$ cat src/rtl/pls_pkg.sv
package pls_pkg;

  typedef enum logic [3:0] {
    PH_INIT   = 4'd0,
    PH_RUN1   = 4'd1,
    PH_ERR1   = 4'd2,
    PH_CHECK  = 4'd3,
    PH_PERT   = 4'd4,
    PH_RUN2   = 4'd5,
    PH_ERR2   = 4'd6,
    PH_MODIFY = 4'd7,
    PH_DONE   = 4'd8
  } phase_e;

  localparam int NUM_UNITS = 5;

  typedef enum logic [2:0] {
    U_INIT = 3'd0,
    U_RUN  = 3'd1,
    U_ERR  = 3'd2,
    U_PERT = 3'd3,
    U_UPD  = 3'd4,
    U_NONE = 3'd5
  } unit_e;

  function automatic unit_e unit_of(input phase_e p);
    case (p)
      PH_INIT:           return U_INIT;
      PH_RUN1, PH_RUN2:  return U_RUN;
      PH_ERR1, PH_ERR2:  return U_ERR;
      PH_PERT:           return U_PERT;
      PH_MODIFY:         return U_UPD;
      default:           return U_NONE;
    endcase
  endfunction

  // successor of a handshaked phase; Check is resolved separately
  function automatic phase_e phase_after(input phase_e p);
    case (p)
      PH_INIT:   return PH_RUN1;
      PH_RUN1:   return PH_ERR1;
      PH_ERR1:   return PH_CHECK;
      PH_PERT:   return PH_RUN2;
      PH_RUN2:   return PH_ERR2;
      PH_ERR2:   return PH_MODIFY;
      PH_MODIFY: return PH_RUN1;
      default:   return p;
    endcase
  endfunction

endpackage

$ cat src/rtl/pls_phase_fsm.sv
module pls_phase_fsm
  import pls_pkg::*;
(
  input  logic                 clk_i,
  input  logic                 rst_ni,
  input  logic [NUM_UNITS-1:0] done_i,
  input  logic                 below_i,
  input  logic                 at_limit_i,
  output phase_e               phase_o,
  output logic [NUM_UNITS-1:0] start_o,
  output logic                 accept_o,
  output logic                 fin_o,
  output logic                 conv_o,
  output logic                 tout_o
);

  phase_e state_q, state_d;
  logic   active_q, issued_q, issued_d;
  logic   conv_q, conv_d, tout_q, tout_d;
  unit_e  cur_u;
  logic [NUM_UNITS-1:0] sel;
  logic   launch, accept;

  assign cur_u = unit_of(state_q);

  for (genvar g = 0; g < NUM_UNITS; g++) begin : g_sel
    assign sel[g] = (cur_u == unit_e'(g));
  end

  // strobe on the first active cycle of a handshaked phase
  assign launch  = active_q && !issued_q && (|sel);
  assign start_o = sel & {NUM_UNITS{launch}};
  // only the current unit's done, and only once it has been launched
  assign accept  = issued_q && (|(done_i & sel));

  always_comb begin
    state_d  = state_q;
    issued_d = issued_q;
    conv_d   = conv_q;
    tout_d   = tout_q;
    if (launch) issued_d = 1'b1;
    if (accept) begin
      issued_d = 1'b0;
      state_d  = phase_after(state_q);
    end
    if (state_q == PH_CHECK) begin
      if (below_i) begin
        state_d = PH_DONE;
        conv_d  = 1'b1;
      end else if (at_limit_i) begin
        state_d = PH_DONE;
        tout_d  = 1'b1;
      end else begin
        state_d = PH_PERT;
      end
    end
  end

  always_ff @(posedge clk_i or negedge rst_ni) begin
    if (!rst_ni) begin
      state_q  <= PH_INIT;
      active_q <= 1'b0;
      issued_q <= 1'b0;
      conv_q   <= 1'b0;
      tout_q   <= 1'b0;
    end else begin
      state_q  <= state_d;
      active_q <= 1'b1;
      issued_q <= issued_d;
      conv_q   <= conv_d;
      tout_q   <= tout_d;
    end
  end

  assign phase_o  = state_q;
  assign accept_o = accept;
  assign fin_o    = (state_q == PH_DONE);
  assign conv_o   = conv_q;
  assign tout_o   = tout_q;

endmodule

$ cat src/rtl/pls_err_capture.sv
module pls_err_capture #(
  parameter int EW = 16
) (
  input  logic          clk_i,
  input  logic          rst_ni,
  input  logic [1:0]    we_i,
  input  logic [EW-1:0] err_i,
  input  logic [EW-1:0] thresh_i,
  output logic [EW-1:0] err1_o,
  output logic [EW-1:0] err2_o,
  output logic          below_o
);

  localparam int SLOTS = 2;

  logic [EW-1:0] slot_q [SLOTS];

  for (genvar g = 0; g < SLOTS; g++) begin : g_slot
    always_ff @(posedge clk_i or negedge rst_ni) begin
      if (!rst_ni)      slot_q[g] <= '0;
      else if (we_i[g]) slot_q[g] <= err_i;
    end
  end

  assign err1_o  = slot_q[0];
  assign err2_o  = slot_q[1];
  assign below_o = (slot_q[0] < thresh_i);

endmodule

$ cat src/rtl/pls_iter_cnt.sv
module pls_iter_cnt #(
  parameter int IW = 16
) (
  input  logic          clk_i,
  input  logic          rst_ni,
  input  logic          inc_i,
  input  logic [IW-1:0] max_i,
  output logic [IW-1:0] cnt_o,
  output logic          at_max_o
);

  localparam logic [IW-1:0] CNT_TOP = {IW{1'b1}};

  logic [IW-1:0] cnt_q;

  always_ff @(posedge clk_i or negedge rst_ni) begin
    if (!rst_ni)                        cnt_q <= '0;
    else if (inc_i && cnt_q != CNT_TOP) cnt_q <= cnt_q + 1'b1;
  end

  assign cnt_o    = cnt_q;
  assign at_max_o = (cnt_q >= max_i);

endmodule

$ cat src/rtl/pert_learn_seq.sv
module pert_learn_seq
  import pls_pkg::*;
#(
  parameter int EW = 16,
  parameter int IW = 16
) (
  input  logic          clk_i,
  input  logic          rst_ni,
  input  logic          embed_i,
  input  logic [EW-1:0] err_i,
  input  logic [EW-1:0] thresh_i,
  input  logic [IW-1:0] max_iter_i,
  input  logic          init_done_i,
  input  logic          run_done_i,
  input  logic          err_done_i,
  input  logic          pert_done_i,
  input  logic          upd_done_i,
  output logic          init_start_o,
  output logic          run_start_o,
  output logic          err_start_o,
  output logic          pert_start_o,
  output logic          upd_start_o,
  output logic          run_oneshot_o,
  output logic [3:0]    phase_o,
  output logic [EW-1:0] err1_o,
  output logic [EW-1:0] err2_o,
  output logic [IW-1:0] iter_o,
  output logic          finished_o,
  output logic          converged_o,
  output logic          timeout_o
);

  logic [NUM_UNITS-1:0] done_vec, start_vec;
  phase_e phase;
  logic   accept, below, at_limit, mode_q;
  logic [1:0] cap_we;

  assign done_vec = {upd_done_i, pert_done_i, err_done_i, run_done_i, init_done_i};

  pls_phase_fsm u_fsm (
    .clk_i      (clk_i),
    .rst_ni     (rst_ni),
    .done_i     (done_vec),
    .below_i    (below),
    .at_limit_i (at_limit),
    .phase_o    (phase),
    .start_o    (start_vec),
    .accept_o   (accept),
    .fin_o      (finished_o),
    .conv_o     (converged_o),
    .tout_o     (timeout_o)
  );

  assign cap_we = {accept && (phase == PH_ERR2), accept && (phase == PH_ERR1)};

  pls_err_capture #(.EW(EW)) u_cap (
    .clk_i    (clk_i),
    .rst_ni   (rst_ni),
    .we_i     (cap_we),
    .err_i    (err_i),
    .thresh_i (thresh_i),
    .err1_o   (err1_o),
    .err2_o   (err2_o),
    .below_o  (below)
  );

  pls_iter_cnt #(.IW(IW)) u_cnt (
    .clk_i    (clk_i),
    .rst_ni   (rst_ni),
    .inc_i    (accept && (phase == PH_MODIFY)),
    .max_i    (max_iter_i),
    .cnt_o    (iter_o),
    .at_max_o (at_limit)
  );

  // mode is fixed for the whole learning session
  always_ff @(posedge clk_i or negedge rst_ni) begin
    if (!rst_ni)                   mode_q <= 1'b0;
    else if (start_vec[U_INIT])    mode_q <= embed_i;
  end

  assign init_start_o  = start_vec[U_INIT];
  assign run_start_o   = start_vec[U_RUN];
  assign err_start_o   = start_vec[U_ERR];
  assign pert_start_o  = start_vec[U_PERT];
  assign upd_start_o   = start_vec[U_UPD];
  assign run_oneshot_o = mode_q;
  assign phase_o       = phase;

endmodule

$ cat config.mk
export PLATFORM = sky130hd
export DESIGN_NAME = pert_learn_seq
export DESIGN_NICKNAME = d
export VERILOG_FILES = /design/src/rtl/pls_pkg.sv /design/src/rtl/pls_phase_fsm.sv /design/src/rtl/pls_err_capture.sv /design/src/rtl/pls_iter_cnt.sv /design/src/rtl/pert_learn_seq.sv
export SDC_FILE = /design/constraint.sdc
export NUM_CORES = 1
export LEC_CHECK = 0
export ABC_AREA = 1
export ABC_CLOCK_PERIOD_IN_PS = 2800
export CAP_MARGIN = 10
export CORE_MARGIN = 2
export CORE_UTILIZATION = 41
export CTS_BUF_LIST = sky130_fd_sc_hd__clkbuf_8
export DETAILED_ROUTE_END_ITERATION = 10
export DONT_BUFFER_PORTS = 1
export HOLD_SLACK_MARGIN = 0.06
export PLACE_DENSITY = 0.62
export SETUP_SLACK_MARGIN = 0.02
export SYNTH_ARGS = -nofsm -noshare
export SYNTH_HDL_FRONTEND = slang
export SYNTH_HIERARCHICAL = 1
export SYNTH_SLANG_ARGS = --single-unit
$ cat constraint.sdc
create_clock -name clk_i -period 2.8 [get_ports clk_i]
set_clock_uncertainty 0.2 [all_clocks]
set_input_delay 0.28 -clock clk_i [delete_from_list [all_inputs] [get_ports clk_i]]
set_output_delay 0.28 -clock clk_i [all_outputs]
set_load 0.01 [all_outputs]
==> impl_metrics.yaml <==
status:
  outcome: "completed"
global_route:
  grt_max_degree: 58
  grt_pass1_wl_um: 13700
  grt_pass1_vias: 2916
  antenna_found_initial: 0
  globalRouteOverflowTotal: 0
  track_usage_pct: 17.2
worst_setup_path:
  max_stage_delay_ns: 0.53
  path_max_fanout: 11
  crit_buf_inv: 2
  crit_required_ns: 2.84
  critPathLaunch: "u_fsm/phase_o[0]"
  crit_family: "simple AND/OR/NAND/NOR gates"
  critPathKind: "flop to flop"
  critPathCaptureType: "flop"
  slowest_stage: "dfrtp_1"
  cpMostUsedCell: "nor2_1"
  arrival_ns: 2.50
  crit_chain: "nor2_2, nand3_1, nand2_2, o21bai_4, inv_2, nand3_2, nor2_1, o21ai_1, buf_4, nor2_1, xor2_1"
  start_kind: "flop"
  r2r_start: "u_fsm/phase_o[0]"
route:
  wl_um: 8270
  viasPerCell: 5.05
  dr.pass1.iters: 4
  vias: 2837
  avgRoutedWirePerCell_um: 14.7
  drtIter0Drc: 96
  drc_errors: 0
  antenna_left: 0
clock_network:
  cts_buffer_depth: 2
  insertion_delay_ns: 0.33
  clk_pin_slew_ns: 0.06
  cts-root-buf: "clkbuf_8"
  htreeDepth: 3
  cts_sinks: 57
  cts_setup_buffers: 0
  cts_tree: "built"
  cts_buffers: 9
logic_synthesis:
  synth_edf_count: 0
  syn_avg_cell_area_um2: 8.79
  synth.net_count: 510
  ys_warn_count: 6
  postSynth.asyncResetShare_pct: 100
  ys_types: 32
  seq_area_frac_synth_pct: 38.4
  syn-cell-area_um2: 3710
  ys_ff_latch: 57
  ys.flop_type: "dfrtp_1"
  synthCells: 422
final_layout:
  layout_common_cells: "nand2_1 (90), inv_1 (64), dfrtp_1 (57), ha_1 (32), nor2_1 (29)"
  layout_commonest_cell: "nand2_1"
  nets: 537
  n_antenna_cell: 0
  area_growth_pct: 13.8
  layout-drive-gt1-share_pct: 18.5
  finalInstanceArea_um2: 4220
placement:
  dpl.hpwl_um: 5870
  gp_congestion: 0.946
  placed_area_um2: 3790
  portBuffers: 0
timing:
  rsz0062_at_grt: "no"
  setup-violations-final: 0
  fin_crit_ns: 2.45
  fmax_mhz: 408
  fin_tns_setup_ns: 0
  maxSlewViolCount: 0
  period_share_pct: 87.6
  finalHoldViolCount: 0
pwr:
  p_leak_nw: 2.27
  ir_worst_vdd_v: 0.000231
  power.density_nw_per_um2: 419
min_path:
  worstHoldStart: "upd_done_i"
  hold_path.class: "input port to flop"
die:
  ioPinCount: 117
  num_rows: 34
  die_area_um2: 9830
  die_w_um: 99.1
  start_util_pct: 42.3
  core_um2: 8760
  die_height_um: 99.1
job:
  maxCapViolations: 0
[sequential cells by signal (all words and copies together) (netlist names)]
register        count
u_cap/err1_o       16
u_cap/err2_o       16
u_cnt/cnt_o        16
u_fsm/phase_o       4
run_oneshot_o       1
u_fsm/active_q      1
u_fsm/conv_o        1
u_fsm/issued_q      1
u_fsm/tout_o        1
[worst min-delay path, delay by kind of cell]
family,cells,cell delay (ns)
compound gates,1,0.08
simple gates,4,0.28
[cell usage after synthesis (all sizes together) (2+ instances only)]
| cell | n | area (um^2) |
|---|---|---|
| buf | 8 | 97.6 |
| nor2 | 35 | 141 |
| nand4 | 6 | 37.5 |
| nand3b | 2 | 15.0 |
| ha | 32 | 400 |
| a21oi | 13 | 65.1 |
| mux2 | 31 | 417 |
| dfrtp | 57 | 1430 |
| nand2 | 103 | 419 |
| nor3 | 5 | 25.0 |
| inv | 65 | 244 |
| xor2 | 8 | 70.1 |
| o21ai | 15 | 93.8 |
| nand3 | 32 | 180 |
| o21bai | 4 | 41.3 |
[what timing repair did]
action                                  4_1_cts  5_1_grt
hold endpoints to repair                     90        0
hold buffers                                 19        0
resized for setup                             0        1
endpoints found under the setup margin        0        8
[metal layers]
layer  up-vias  routed length, um  track usage [%]
met5         -                  0                0
met4         0                 76             4.64
met3         9                565             5.27
met2       102               4040             30.0
met1      1311               3590             20.7
li1       1415                  -                -
[worst paths after layout]
path | end | slack (ns) | cells after the start
hold / removal | u_fsm/phase_o[1] | 0.16 | 5
hold reg to reg | u_fsm/tout_o | 0.37 | 1
setup / recovery | u_cnt/cnt_o[12] | 0.35 | 11
setup reg to reg | u_cnt/cnt_o[12] | 0.35 | 11
min in group asynchronous | u_cap/err1_o[5] | 0.31 | 2
max in group asynchronous | u_cnt/cnt_o[14] | 1.83 | 2
[power by group]
group	switching, mW	internal, mW	leakage (nW)	total [mW]
Sequential	0.000150	0.824	0.737	0.824
Clock	0.334	0.521	0.117	0.855
Combinational	0.0497	0.0406	1.41	0.0902
[area by class of cell]
type,instances,area [um^2]
Fill cell,821,4540
Multi-Input combinational cell,291,1950
Inverter,66,249
Clock buffer,10,138
Clock inverter,6,82.6
Tap cell,108,135
Sequential cell,57,1430
Timing Repair Buffer,24,245
[stage by stage]
stage	hold slack, ns	worst slack (ns)	std cells	utilization (%)	total power, mW
final	0.156	0.346	562	48.2	1.77
after global routing	0.145	0.142	562	48.2	1.85
after CTS	0.127	0.241	562	48.1	1.81
after detailed placement	-0.214	0.254	527	43.3	0.885
after global placement	-0.214	0.368	527	43.3	0.883
after floorplan	-0.216	0.671	422	-	0.877
[kinds of logic (layout without fill, tap and decap cells)]
kind of cell	after synthesis	count (layout)	share of synthesized area, %
simple gates	184	184	22.2
flops	57	57	38.4
other cells	1	1	0.101
fa+ha+maj	32	32	10.8
compound gates	35	35	6.00
xor+xnor	8	8	1.89
buf+inv	74	106	9.34
mux	31	31	11.2
Power figures use the tool's default switching activity.
